File: src/rtl/branch_redirect_pkg.sv
package branch_redirect_pkg;
  parameter int SLOT_COUNT = 3;
  parameter int OP_W       = 2;

  typedef enum logic [OP_W-1:0] {
    OP_NONE     = 2'd0,
    OP_ALWAYS   = 2'd1,
    OP_IF_SET   = 2'd2,
    OP_IF_CLEAR = 2'd3
  } brOp_e;

  // Strobes passed from control to datapath each cycle
  typedef struct packed {
    logic                  advance;   // pipeline may shift
    logic                  loadValid; // some slot is taken
    logic                  multiHit;  // more than one slot taken
    logic [SLOT_COUNT-1:0] pick;      // one-hot winning slot
  } ctrlStrobe_t;
endpackage

File: src/rtl/branch_redirect_ctrl.sv
module branch_redirect_ctrl
  import branch_redirect_pkg::*;
(
  input  logic                       stall,
  input  logic [SLOT_COUNT*OP_W-1:0] slotOp,
  input  logic [SLOT_COUNT-1:0]      slotGuard,
  input  logic [SLOT_COUNT-1:0]      slotCond,
  output ctrlStrobe_t                strobe
);
  localparam logic [SLOT_COUNT-1:0] ONE = {{(SLOT_COUNT-1){1'b0}}, 1'b1};

  logic [SLOT_COUNT-1:0] hit;

  // Per-slot taken decision
  for (genvar gi = 0; gi < SLOT_COUNT; gi++) begin : g_slot
    brOp_e opCode;
    assign opCode = brOp_e'(slotOp[gi*OP_W +: OP_W]);
    always_comb begin
      unique case (opCode)
        OP_ALWAYS:   hit[gi] = slotGuard[gi];
        OP_IF_SET:   hit[gi] = slotGuard[gi] &  slotCond[gi];
        OP_IF_CLEAR: hit[gi] = slotGuard[gi] & ~slotCond[gi];
        default:     hit[gi] = 1'b0;
      endcase
    end
  end

  always_comb begin
    strobe.advance   = ~stall;
    strobe.loadValid = |hit;
    strobe.pick      = hit & (~hit + ONE);       // lowest set bit
    strobe.multiHit  = (hit & (hit - ONE)) != '0; // two or more set
  end
endmodule

File: src/rtl/branch_redirect_dp.sv
module branch_redirect_dp
  import branch_redirect_pkg::*;
#(
  parameter int ADDR_W = 32,
  parameter int DELAY  = 3
) (
  input  logic                         clk,
  input  logic                         rstN,
  input  ctrlStrobe_t                  strobe,
  input  logic [SLOT_COUNT*ADDR_W-1:0] slotTarget,
  output logic                         redirectValid,
  output logic [ADDR_W-1:0]            redirectTarget,
  output logic                         multiTakenErr
);
  localparam int LAST = DELAY - 1;

  logic              vldStg [DELAY];
  logic [ADDR_W-1:0] tgtStg [DELAY];
  logic [ADDR_W-1:0] pickedTgt;
  logic              errReg;

  // One-hot select of the winning target
  always_comb begin
    pickedTgt = '0;
    for (int s = 0; s < SLOT_COUNT; s++) begin
      if (strobe.pick[s]) pickedTgt |= slotTarget[s*ADDR_W +: ADDR_W];
    end
  end

  for (genvar st = 0; st < DELAY; st++) begin : g_stage
    logic              vldIn;
    logic [ADDR_W-1:0] tgtIn;
    if (st == 0) begin : g_head
      assign vldIn = strobe.loadValid;
      assign tgtIn = pickedTgt;
    end else begin : g_body
      assign vldIn = vldStg[st-1];
      assign tgtIn = tgtStg[st-1];
    end
    always_ff @(posedge clk or negedge rstN) begin
      if (!rstN) begin
        vldStg[st] <= 1'b0;
        tgtStg[st] <= '0;
      end else if (strobe.advance) begin
        vldStg[st] <= vldIn;
        tgtStg[st] <= tgtIn;
      end
    end
  end

  always_ff @(posedge clk or negedge rstN) begin
    if (!rstN)               errReg <= 1'b0;
    else if (strobe.advance) errReg <= strobe.multiHit;
  end

  assign redirectValid  = vldStg[LAST];
  assign redirectTarget = tgtStg[LAST];
  assign multiTakenErr  = errReg;
endmodule

File: src/rtl/branch_redirect.sv
module branch_redirect
  import branch_redirect_pkg::*;
#(
  parameter int ADDR_W = 32,
  parameter int DELAY  = 3
) (
  input  logic                         clk,
  input  logic                         rstN,
  input  logic                         stall,
  input  logic [SLOT_COUNT*OP_W-1:0]   slotOp,
  input  logic [SLOT_COUNT-1:0]        slotGuard,
  input  logic [SLOT_COUNT-1:0]        slotCond,
  input  logic [SLOT_COUNT*ADDR_W-1:0] slotTarget,
  output logic                         redirectValid,
  output logic [ADDR_W-1:0]            redirectTarget,
  output logic                         multiTakenErr
);
  ctrlStrobe_t strobe;

  branch_redirect_ctrl u_ctrl (
    .stall     (stall),
    .slotOp    (slotOp),
    .slotGuard (slotGuard),
    .slotCond  (slotCond),
    .strobe    (strobe)
  );

  branch_redirect_dp #(.ADDR_W(ADDR_W), .DELAY(DELAY)) u_dp (
    .clk            (clk),
    .rstN           (rstN),
    .strobe         (strobe),
    .slotTarget     (slotTarget),
    .redirectValid  (redirectValid),
    .redirectTarget (redirectTarget),
    .multiTakenErr  (multiTakenErr)
  );
endmodule

File: config.mk
export PLATFORM = sky130hd
export DESIGN_NAME = branch_redirect
export DESIGN_NICKNAME = d
export VERILOG_FILES = /design/src/rtl/branch_redirect_pkg.sv /design/src/rtl/branch_redirect_ctrl.sv /design/src/rtl/branch_redirect_dp.sv /design/src/rtl/branch_redirect.sv
export SDC_FILE = /design/constraint.sdc
export NUM_CORES = 1
export LEC_CHECK = 0
export BUFFER_PORTS_ARGS = -buffer_cell sky130_fd_sc_hd__buf_2
export CORE_ASPECT_RATIO = 2
export CORE_MARGIN = 8
export CORE_UTILIZATION = 45
export CTS_CLUSTER_SIZE = 25
export DETAILED_ROUTE_END_ITERATION = 10
export PLACE_DENSITY = 0.75
export RECOVER_POWER = 25
export SYNTH_ARGS = -nofsm -noshare
export SYNTH_HDL_FRONTEND = slang
export SYNTH_SLANG_ARGS = --single-unit
File: constraint.sdc
create_clock -name clk -period 0.8 [get_ports clk]
set_input_delay 0.04 -clock clk [delete_from_list [all_inputs] [get_ports clk]]
set_output_delay 0.04 -clock clk [all_outputs]
set_load 0.005 [all_outputs]
# Yosys cells after proc, flatten, opt, wreduce, memory -nomap -nowiden
# Cells that the tools add are included.
classes:
  n_addsub: 2
  n_mul: 0
  n_div: 0
  n_lt_le_gt_ge: 0
  n_eq_ne: 9
  n_shift: 0
  n_mux: 6
  bitwise_logic: 14
  n_reduce_logical: 2
ops:
  columns: ["operator", "n"]
  rows:
  - ["2-to-1 mux 32 bit", 3]
  - ["OR 32 bit", 2]
  - ["== test 2 bit, second input constant", 6]
  - ["one-hot mux 1 bit (3 select lines)", 3]
  - ["AND 1 bit", 6]
  - ["AND 3 bit", 2]
  - ["== test 2 x 1 -> 1 bit, second input constant", 3]
  - ["adder 3 x 1 -> 3 bit, second input constant", 1]
  - ["inverter 1 bit", 3]
  - ["inverter 3 bit", 1]
  - ["nonzero test 3 bit", 1]
  - ["OR reduction 3 bit", 1]
  - ["subtractor 3 x 1 -> 3 bit, second input constant", 1]
totals:
  ff_bits: 100
  latchBits: 0
  ramBits: 0
  mem_bits_ro: 0
  in_bits: 111
  output_inout_bits: 34
  mem_count: 0

# Depth between registers and ports, before layout
# Gate-level depths: netlist (run 1).
depth:
  depth_word: 11
  depth_mapped: 6
  depth_no_buf: 4

# Hierarchy
# From an unflattened synthesis (run 1), not the netlist that was laid out.
hier_totals:
  cells_unflattened: 304
  area_unflattened_um2: 4194.0
by_module_without_submodules:
  columns: ["module", "instances", "cells_each", "area_each_um2", "seq_area_each_um2"]
  rows:
  - ["branch_redirect_dp", 1, 288, 4078.9, 2502.4]
  - ["branch_redirect_ctrl", 1, 16, 115.1, 0.0]

# Worst setup path before layout (run 1)
# Ideal clock, no wire load.
synth_timing:
  path_type: "input -> register"
  from: "input slotCond[0]"
  to: "register u_dp.vldStg, in the netlist u_dp.g_stage[1].vldIn"
  setup_time_ns: 0.137
  t_arrival_ns: 0.981
  required_ns: 0.663
  slack_ns: -0.319
  path_stages: 5
  path_buffers: 1
  cell_sequence: "and2_4 -> mux2_4 -> buf_2 -> nor4_1 -> a21oi_1"
synth_between:
  elab_chain_len: 4
  word_cells_on_any_way: 5
  classes_between: "mux (1); bitwise (3); reduce/logical (1)"
synth_rtl:
  columns: ["element", "line", "source"]
  rows:
  - ["start: declaration", "branch_redirect.sv:12", "input logic [SLOT_COUNT-1:0] slotCond,"]
  - ["inverter 1 bit", "branch_redirect_ctrl.sv:22", "OP_IF_CLEAR: hit[gi] = slotGuard[gi] & ~slotCond[gi];"]
  - ["AND 1 bit", "branch_redirect_ctrl.sv:22", null]
  - ["one-hot mux 1 bit (3 select lines) *", "branch_redirect_ctrl.sv:19", "unique case (opCode)"]
  - ["OR reduction 3 bit *", "branch_redirect_ctrl.sv:30", "strobe.loadValid = |hit;"]
  - ["end signal: indexed assignment", "branch_redirect_dp.sv:45", "vldStg[st] <= vldIn;"]
  - ["end: declaration", "branch_redirect_dp.sv:17", "logic vldStg [DELAY];"]
# Every way passes the cells marked *; elsewhere a longest branch is shown, timed or not.
# A chain may end at the register's enable or synchronous reset.

# Worst setup path after layout (run 1)
layout_timing:
  from: "input slotCond[0]"
  to: "register u_dp.tgtStg, in the netlist u_dp.g_stage[1].tgtIn[8]"
layout_between:
  elab_chain_len: 11
  word_cells_on_any_way: 12
  classes_between: "add/sub (1); mux (4); bitwise (7)"
layout_rtl:
  columns: ["element", "line", "source"]
  rows:
  - ["inverter 1 bit", "branch_redirect_ctrl.sv:22", null]
  - ["AND 1 bit", "branch_redirect_ctrl.sv:22", null]
  - ["one-hot mux 1 bit (3 select lines) *", "branch_redirect_ctrl.sv:19", null]
  - ["inverter 3 bit", "branch_redirect_ctrl.sv:31", "strobe.pick = hit & (~hit + ONE);"]
  - ["adder 3 x 1 -> 3 bit", "branch_redirect_ctrl.sv:31", null]
  - ["AND 3 bit *", "branch_redirect_ctrl.sv:31", null]
  - ["2-to-1 mux 32 bit", "branch_redirect_dp.sv:26", "if (strobe.pick[s]) pickedTgt |= slotTarget[s*ADDR_W +: ADDR_W];"]
  - ["OR 32 bit", "branch_redirect_dp.sv:26", null]
  - ["2-to-1 mux 32 bit", "branch_redirect_dp.sv:26", null]
  - ["OR 32 bit", "branch_redirect_dp.sv:26", null]
  - ["2-to-1 mux 32 bit *", "branch_redirect_dp.sv:26", null]
  - ["end signal: indexed assignment", "branch_redirect_dp.sv:46", "tgtStg[st] <= tgtIn;"]
  - ["end: declaration", "branch_redirect_dp.sv:18", "logic [ADDR_W-1:0] tgtStg [DELAY];"]
# Marks and branches as above.

==> results of run 1 <==
worst max-delay path, delay by kind of cell:
kind,cells,cell delay (ns)
buffers and inverters,3,0.43
muxes,1,0.37
and+or+nand+nor,2,0.24
AOI/OAI and AO/OA,1,0.22
power breakdown:
| group | internal [W] | leakage, nW | switching [W] |
|---|---|---|---|
| clock | 0.00292 | 0.166 | 0.00193 |
| sequential | 0.00589 | 1.19 | 0.000450 |
| combinational | 0.00199 | 1.91 | 0.00151 |
stage by stage:
stage / utilization, % / cells / worst slack, ns
finish: 70.50 / 760 / -0.2383
global route: 70.48 / 759 / -0.2668
CTS: 69.96 / 757 / -0.2118
detailed placement: 54.88 / 650 / -0.5079
global placement: 54.88 / 650 / -0.4442
floorplan: - / 384 / -0.2829
routing by layer:
| layer | GRT usage (%) | vias up | routed length [um] |
|---|---|---|---|
| li1 | - | 1906 | - |
| met1 | 26.04 | 2179 | 6058 |
| met2 | 41.32 | 290 | 8823 |
| met3 | 6.101 | 82 | 1261 |
| met4 | 20.99 | 0 | 1111 |
| met5 | 0 | - | 0 |
Yosys cell counts, drive strengths merged:
master	number	share of area [%]
and2b	2	0.38
buf	26	4.0
inv	33	2.7
and3b	1	0.19
nand3	32	3.5
a21oi	34	3.7
a32oi	32	6.1
and2	4	0.68
o31ai	1	0.16
nand2	5	0.41
a21boi	1	0.16
mux2	64	16
dfrtp	100	55
mux2i	2	0.98
o21a	1	0.16
nor4	1	0.14
clkbuf	8	1.3
nand4	32	4.4
o21ai	4	0.44
nor2	1	0.082
sequential cells by signal (all words and copies together), names as in the netlist:
signal and count:
u_dp.g_stage.vldIn 2, u_dp.redirectTarget 32, u_dp.redirectValid 1, u_dp.multiTakenErr 1
u_dp.g_stage.tgtIn 64
placed cells by master, fill, tap and decap left out:
cell                            Yosys  layout
sky130_fd_sc_hd__buf_2             13     130
sky130_fd_sc_hd__dfrtp_1          100     100
sky130_fd_sc_hd__dlygate4sd3_1      0      58
sky130_fd_sc_hd__mux2_2            63      57
sky130_fd_sc_hd__inv_1             33      33
sky130_fd_sc_hd__nand4_1           32      32
sky130_fd_sc_hd__a32oi_1           32      32
sky130_fd_sc_hd__nand3_1           32      30
sky130_fd_sc_hd__buf_6              9      29
sky130_fd_sc_hd__a21oi_1           34      26
sky130_fd_sc_hd__mux2_4             1      17
sky130_fd_sc_hd__buf_4              0      16
sky130_fd_sc_hd__clkbuf_16          0      11
sky130_fd_sc_hd__buf_12             0      10
sky130_fd_sc_hd__a21oi_2            0       8
sky130_fd_sc_hd__nand2_1            5       5
sky130_fd_sc_hd__o21ai_0            4       4
sky130_fd_sc_hd__and2_4             2       4
sky130_fd_sc_hd__mux2i_4            2       2
sky130_fd_sc_hd__bufinv_16          0       2
sky130_fd_sc_hd__clkbuf_8           2       2
sky130_fd_sc_hd__diode_2            0       1
sky130_fd_sc_hd__and2b_4            1       1
sky130_fd_sc_hd__and2b_2            0       1
sky130_fd_sc_hd__a21boi_1           1       1
sky130_fd_sc_hd__and3b_1            1       1
sky130_fd_sc_hd__o21a_1             1       1
sky130_fd_sc_hd__nand3_4            0       1
sky130_fd_sc_hd__nand3_2            0       1
sky130_fd_sc_hd__nor2_4             0       1
sky130_fd_sc_hd__o31ai_1            1       1
sky130_fd_sc_hd__nor4_4             0       1
sky130_fd_sc_hd__inv_6              0       1
sky130_fd_sc_hd__clkinv_4           0       1
sky130_fd_sc_hd__clkinv_2           0       1
sky130_fd_sc_hd__buf_16             0       1
sky130_fd_sc_hd__clkbuf_1           4       1
sky130_fd_sc_hd__buf_8              0       1
cells by family after synthesis:
logic type             Yosys count  synth area share (%)
AOI/OAI and AO/OA               73                 10.78
buffers and inverters           67                 7.932
DFF                            100                 54.70
muxes                           66                 16.82
and+or+nand+nor                 78                 9.765
timing repair:
action | in CTS | in global routing
gates resized for setup | 50 | 22
hold buffers | 58 | 0
pin swaps | 17 | 32
gates cloned | 15 | 3
endpoints found under the setup margin | 69 | 76
endpoints found under the hold margin | 132 | 0
setup buffers | 20 | 7
worst min path at each step:
stage	start	to	slack, ns	cells past startpoint
floorplan	rstN	u_dp.g_stage[1].tgtIn[0]	-0.26	0
global placement	rstN	u_dp.redirectTarget[2]	0.04	2
finish	slotTarget[41]	u_dp.g_stage[1].tgtIn[9]	-0.007	3
detailed placement	rstN	u_dp.g_stage[1].tgtIn[25]	0.06	2
CTS	slotTarget[75]	u_dp.g_stage[1].tgtIn[11]	0.0007	3
global route	slotTarget[41]	u_dp.g_stage[1].tgtIn[9]	-0.0003	3
area by class of cell:
class,instances,area (um^2),area share (%)
Inverter,33,123.9,1.753
Timing Repair Buffer,248,1974,27.95
Multi-Input combinational cell,227,1957,27.70
Antenna cell,1,2.502,0.03542
Tap cell,135,168.9,2.391
Clock inverter,5,82.58,1.169
Clock buffer,11,252.7,3.578
Sequential cell,100,2502,35.42
==> run summary, run 1 <==
* **post-route worst hold slack** -0.007020 ns
* **total setup violations reported at the end of the flow** 73
* **launch point of the worst reg-to-reg path** u_dp.redirectTarget[17]
* **floorplan row count** 52
* **initial core utilization** 45.65%
* **via-per-instance ratio** 5.864
* **First-pass DRT Iterations** 5
* **final total power** 0.01469 W
* **net count reported at finish** 730
* **class of the worst hold path** in2reg
* **DRC marker count from the first detailed-route iteration** 364
* **capture point of the worst reg-to-reg path** u_dp.redirectTarget[17]
* **grt ovf** 0
* **clock buffers created by TritonCTS** 9
* **average cell area after synthesis** 11.91 um^2
* **Synth Cell Area** 0.004574 mm^2
* **Worst Reg-to-Reg Cells** 2
* **placed cell areas** 0.005499 mm^2
* **Worst Setup Slack, final** -0.2383 ns
* **Setup crit end kind** flip-flop
* **startpoint-to-endpoint class of the critical path** in2reg
* **proportion of synthesized chip area in sequential cells** 54.70%
* **Detailed Route WL** 17,250 um
* **Cell Chain, Critical Path** buf_6 > and2_4 > mux2i_4 > buf_6 > clkbuf_16 > nand3_1 > a32oi_1
* **static leakage** 3.262 nW
* **outcome** finished, violations left
* **Setup crit end** u_dp.g_stage[1].tgtIn[8]
* **number of sinks handled by clock tree synthesis** 100
* **fin crit share** 129.8%
* **maximum number of buffers from clock root to sink** 2
* **clock latency on the worst-skew pair** 0.34 ns
* **Period minus WS final** 1.038 ns
* **start point of the critical path** slotCond[0]
* **die extent in x** 87.29 um
* **DRC violation count after routing** 0
* **number of global-route vias before repair** 4,925
* **highest-delay cell along the critical path** sky130_fd_sc_hd__mux2i_4
* **setup repair after global routing missed its margin** yes
* **Unique masters post-synth** 28
* **global placement routability congestion** 0.8506
* **cell with the most instances on the worst path** sky130_fd_sc_hd__buf_6
* **Least-Margin Pin Slew** 0.4030 ns
* **area of all placed cells without fillers** 0.007064 mm^2
* **number of pins with negative max-slew slack in the final report** 0
* **Rel. slew slack** 73.13%
* **R2R setup slack** -0.09 ns
* **vias** 4,457
* **number of nets with antenna violations after routing** 0
* **depth of the CTS H-tree** 3
* **Highest Clock Rate** 963.1 MHz
* **arrival time of the worst setup path** 1.30 ns
* **Core Region** 0.01002 mm^2
* **Ports** 145
* **number of hold violations in the final report** 1
* **total negative slack for setup checks** -9.697 ns
* **number of port buffers** 144
* **Power Dens Cells** 2080 mW/mm^2
* **global router's overall resource usage** 25.07%
* **Routed WL per cell** 22.70 um
* **Setup Skew** 0.008503 ns
* **height of the chip** 158.6 um
* **largest net degree at the start of global routing** 57
* **peak fanout along the critical path** 5
* **synthesis-to-finish area growth** 54.43%
* **detailed placement HPWL** 8472 um
* **total of warnings raised by yosys** 0
* **Worst Setup Start Kind** input pin
* **CTS root buffer** sky130_fd_sc_hd__clkbuf_16
* **layout cells sized above 1** 47.92%
* **Die ar.** 0.01384 mm^2
* **required arrival time at the worst endpoint** 1.06 ns
* **number of antenna violations at the first check in global routing** 0
* **number of synthesized register bits** 100
* **failing checks** negative hold slack, negative setup slack
* **first-pass GRT wire length** 25,930 um
* **Layout fillers** 719
* **clock tree from TritonCTS** yes
* **Max rail drop VDD** 1.432 mV
* **number of nets in the synthesized netlist** 495
* **number of instances in the synthesized netlist** 384
* **biggest cell delay along the critical path** 0.37 ns
* **clock transition at the registers of the reported paths** 0.07 ns
* **Max-cap violations** 0
Note: power is estimated with default switching activity, not from simulation.
==> run 2, diff against run 1 <==
Settings changed: CTS_BUF_LIST set to sky130_fd_sc_hd__clkbuf_4 sky130_fd_sc_hd__clkbuf_8, PLACE_DENSITY 0.75 to 0.76, SYNTH_HIERARCHICAL set to 1.
==> run 2 against run 1 <==
Register-to-register slack about the same; worst setup slack worse by 0.13 ns; critical path depth up 2; largest cell class unchanged; the run still ends with negative hold slack, negative setup slack left; power down 16%; synthesized area down 8.3%; final area down 16%; critical endpoint is now u_dp/g_stage[1].tgtIn[9]; critical path type unchanged; clock power down 35%.
==> run summary, run 2 <==
* **first-pass GRT wire length** 17,030 um, -34%
* **number of nets with antenna violations after routing** 0, unchanged
* **setup repair after global routing missed its margin** yes
* **First-pass DRT Iterations** 7, +2
* **global placement routability congestion** 0.7626, -10%
* **clock group share of total power** 25.6%, -7.4 points
* **proportion of synthesized flip-flops having asynchronous set or reset** 100.0%, unchanged
* **synthesis-to-finish area growth** 41.56%
* **Period minus WS final** 1.165 ns, +0.1263 ns
* **Synth Cell Area** 0.004194 mm^2, -8.3%
* **maximum number of buffers from clock root to sink** 2, unchanged
* **most common library cell in the layout ignoring fill and taps** sky130_fd_sc_hd__buf_2
* **EDFF count, synth** 0, unchanged
* **Setup Skew** 0.008095 ns, -0.0004084 ns
* **global router's overall resource usage** 16.22%, -8.8 points
* **Setup crit end kind** flip-flop
* **net count reported at finish** 614, -16%
* **Routed WL per cell** 17.55 um, -23%
* **failing checks** negative hold slack, negative setup slack
* **average cell area after synthesis** 13.80 um^2, +16%
* **total of warnings raised by yosys** 6, +6
* **number of hold violations in the final report** 6, +5
* **via-per-instance ratio** 5.386, -8.2%
* **outcome** finished, violations left
* **initial core utilization** 45.61%, -0.049 points
* **Max-cap violations** 0, unchanged
* **Cell Chain, Critical Path** buf_6 > and3b_1 > o21a_4 > buf_6 > nor3b_4 > buf_6 > buf_8 > a222oi_1 > a21oi_1
* **cell with the most instances on the worst path** sky130_fd_sc_hd__buf_6
* **Primary FF master, synth** sky130_fd_sc_hd__dfrtp_1
* **Die ar.** 0.01285 mm^2, -7.2%
* **grt ovf** 0, unchanged
* **Highest Clock Rate** 858.7 MHz, -11%
* **clock tree from TritonCTS** yes
* **Power Dens Cells** 2075 mW/mm^2, -0.21%
* **required arrival time at the worst endpoint** 1.02 ns, -0.04 ns
* **most frequent cells after synthesis** 100 x sky130_fd_sc_hd__dfrtp_1, 55 x sky130_fd_sc_hd__mux2_2, 32 x sky130_fd_sc_hd__a21oi_1, 32 x sky130_fd_sc_hd__a222oi_1, 32 x sky130_fd_sc_hd__nor2_1
* **layout cells sized above 1** 55.03%, +7.1 points
* **Core Region** 0.009196 mm^2, -8.2%
* **clock latency on the worst-skew pair** 0.35 ns, about the same
* **area share of the largest cell type after synthesis** 59.67%, +5.0 points
* **number of global-route vias before repair** 3,432, -30%
* **die extent in x** 84.27 um, -3.5%
* **number of nets in the synthesized netlist** 415, -16%
* **leading cell type by number of instances after synthesis** sky130_fd_sc_hd__dfrtp_1
* **Layout fillers** 695, -3.3%
* **Hold-fix buffers, CTS** 23, -60%
* **number of synthesized register bits** 100, unchanged
* **peak fanout along the critical path** 5, unchanged
* **Ports** 145, unchanged
* **class of the worst hold path** in2reg
* **hold path depth** 3, unchanged
* **proportion of synthesized chip area in sequential cells** 59.67%, +5.0 points
* **clock transition at the registers of the reported paths** 0.09 ns, +0.02 ns
* **switching part of the total power** 25.52%, -0.96 points
* **Least-Margin Pin Slew** 0.5585 ns, +0.1555 ns
* **portion of total power attributed to sequential cells** 51.6%, +8.4 points
* **number of antenna violations at the first check in global routing** 0, unchanged
* **Worst Reg-to-Reg Cells** 2, unchanged
* **depth of the CTS H-tree** 3, unchanged
* **DRC marker count from the first detailed-route iteration** 230, -37%
* **Unique masters post-synth** 20, -29%
* **Worst Setup Slack, final** -0.3646 ns, -0.1263 ns
* **floorplan row count** 50, -3.8%
* **cell types occupying the most area after synthesis** sky130_fd_sc_hd__dfrtp_1 60%, sky130_fd_sc_hd__mux2_2 15%, sky130_fd_sc_hd__a222oi_1 7.6%
* **total setup violations reported at the end of the flow** 75, +2.7%
* **Worst Setup Start Kind** input pin
* **startpoint-to-endpoint class of the critical path** in2reg
* **commonest cells after routing, fill and taps aside** 139 x sky130_fd_sc_hd__buf_2, 100 x sky130_fd_sc_hd__dfrtp_1, 51 x sky130_fd_sc_hd__mux2_2
* **detailed placement HPWL** 7390 um, -13%
* **static leakage** 2.835 nW, -13%
* **Rel. slew slack** 62.77%, -10 points
* **combinational fraction of design power** 22.8%, -1.0 points
* **height of the chip** 152.5 um, -3.8%
* **cell accounting for the most synthesized area** sky130_fd_sc_hd__dfrtp_1
* **Max rail drop VDD** 1.208 mV, -16%
* **number of sinks handled by clock tree synthesis** 100, unchanged
* **ANT cells** 0, -1
* **largest net degree at the start of global routing** 32, -44%
* **arrival time of the worst setup path** 1.39 ns, +0.09 ns
* **number of port buffers** 144, unchanged
* **fin crit share** 145.6%, +16 points
* **cell-internal power** 0.009177 W, -15%
* **Detailed Route WL** 10,730 um, -38%
* **DRC violation count after routing** 0, unchanged
* **number of instances in the synthesized netlist** 304, -21%
* **CTS root buffer** sky130_fd_sc_hd__clkbuf_8
* **vias** 3,291, -26%
* **highest-delay cell along the critical path** sky130_fd_sc_hd__a222oi_1
* **number of flip-flops under the largest register name** 64, unchanged
* **switching power total** 0.003144 W, -19%
* **clock buffers created by TritonCTS** 9, unchanged
* **post-route worst hold slack** -0.007910 ns, -0.0008910 ns
* **Post-Place Setup Slack** -0.9248 ns, -0.4169 ns
* **number of pins with negative max-slew slack in the final report** 0, unchanged
* **biggest cell delay along the critical path** 0.33 ns, -0.04 ns
[run 2: changes by cell type after synthesis, moves of 8 or more]
cell | before | now
sky130_fd_sc_hd__a222oi_1 | 0 | 32
sky130_fd_sc_hd__a32oi_1 | 32 | 0
sky130_fd_sc_hd__inv_1 | 33 | 1
sky130_fd_sc_hd__nand3_1 | 32 | 0
sky130_fd_sc_hd__nand4_1 | 32 | 0
sky130_fd_sc_hd__nor2_1 | 1 | 32
sky130_fd_sc_hd__mux2_4 | 1 | 13
sky130_fd_sc_hd__mux2_2 | 63 | 55
[run 2: cell type report]
class | count | area, um^2 | share of cell area (%)
inverters | 1 | 11.26 | 0.1897
multi-input cells | 179 | 1572 | 26.47
clock buffers | 10 | 137.6 | 2.318
well taps | 104 | 130.1 | 2.192
flip-flops and latches | 100 | 2502 | 42.15
repair buffers | 212 | 1521 | 25.63
clock inverters | 5 | 62.56 | 1.054
[run 2: worst max-delay path: cells and delay by family]
kind                   cells  cell delay (ns)
AND/OR/NAND/NOR            2             0.26
AO/OA/AOI/OAI              3             0.60
buffers and inverters      4             0.48
[run 2: logic make-up after synthesis]
kind of cell,Yosys count,synth area share (%)
flip-flops,100,59.67
multiplexers,70,19.90
AO/OA/AOI/OAI,66,11.99
AND/OR/NAND/NOR,42,4.266
buffers and inverters,25,3.938
adder cells (fa/ha/maj),1,0.2387
[run 2: power groups by stage]
stage	Combinational [W]	Clock [W]	Sequential, W
final	0.00281	0.00315	0.00636
after global routing	0.00307	0.00346	0.00647
after CTS	0.00272	0.00327	0.00635
after detailed placement	0.00243	0	0.00645
after global placement	0.00236	0	0.00642
after floorplan	0.00127	0	0.00637
[run 2: worst paths after layout]
check,endpoint,from,slack [ns]
setup / recovery,u_dp/g_stage[1].tgtIn[9],slotOp[0],-0.36
hold reg to reg,u_dp/redirectTarget[23],u_dp/redirectTarget[23],0.50
setup reg to reg,u_dp/redirectTarget[3],u_dp/redirectTarget[3],-0.08
min in group asynchronous,u_dp/redirectTarget[28],rstN,0.20
max in group asynchronous,u_dp/redirectTarget[9],rstN,0.04
hold / removal,u_dp/g_stage[1].tgtIn[5],slotTarget[69],-0.008
[run 2: metrics by stage]
stage                     utilization [%]  setup TNS [ns]  area, um^2  total power [W]  instances
after global placement              56.88          -32.03        5231         0.008781        556
after floorplan                         -          -17.04        4235         0.007646        304
after global routing                64.56          -20.78        5937          0.01300        611
final                               64.56          -14.35        5937          0.01232        611
after detailed placement            56.88          -34.47        5231         0.008880        556
after CTS                           63.27          -14.13        5818          0.01234        605
[run 2: repair_timing]
item,in CTS,in global routing
resized for setup,18,11
endpoints found under the hold margin,126,7
pin swaps,16,40
setup endpoints to repair,68,76
setup buffers,10,4
gates cloned,1,2
[run 2: per-layer routing]
metal  part of all wire [%]  GRT usage (%)  vias up  routed length (um)
li1                       -              -     1542                   -
met1                     41          19.89     1584                4431
met2                     48          25.13      156                5145
met3                    9.6          6.799        9                1030
met4                    1.1          4.971        0                 119
met5                      0              0        -                   0
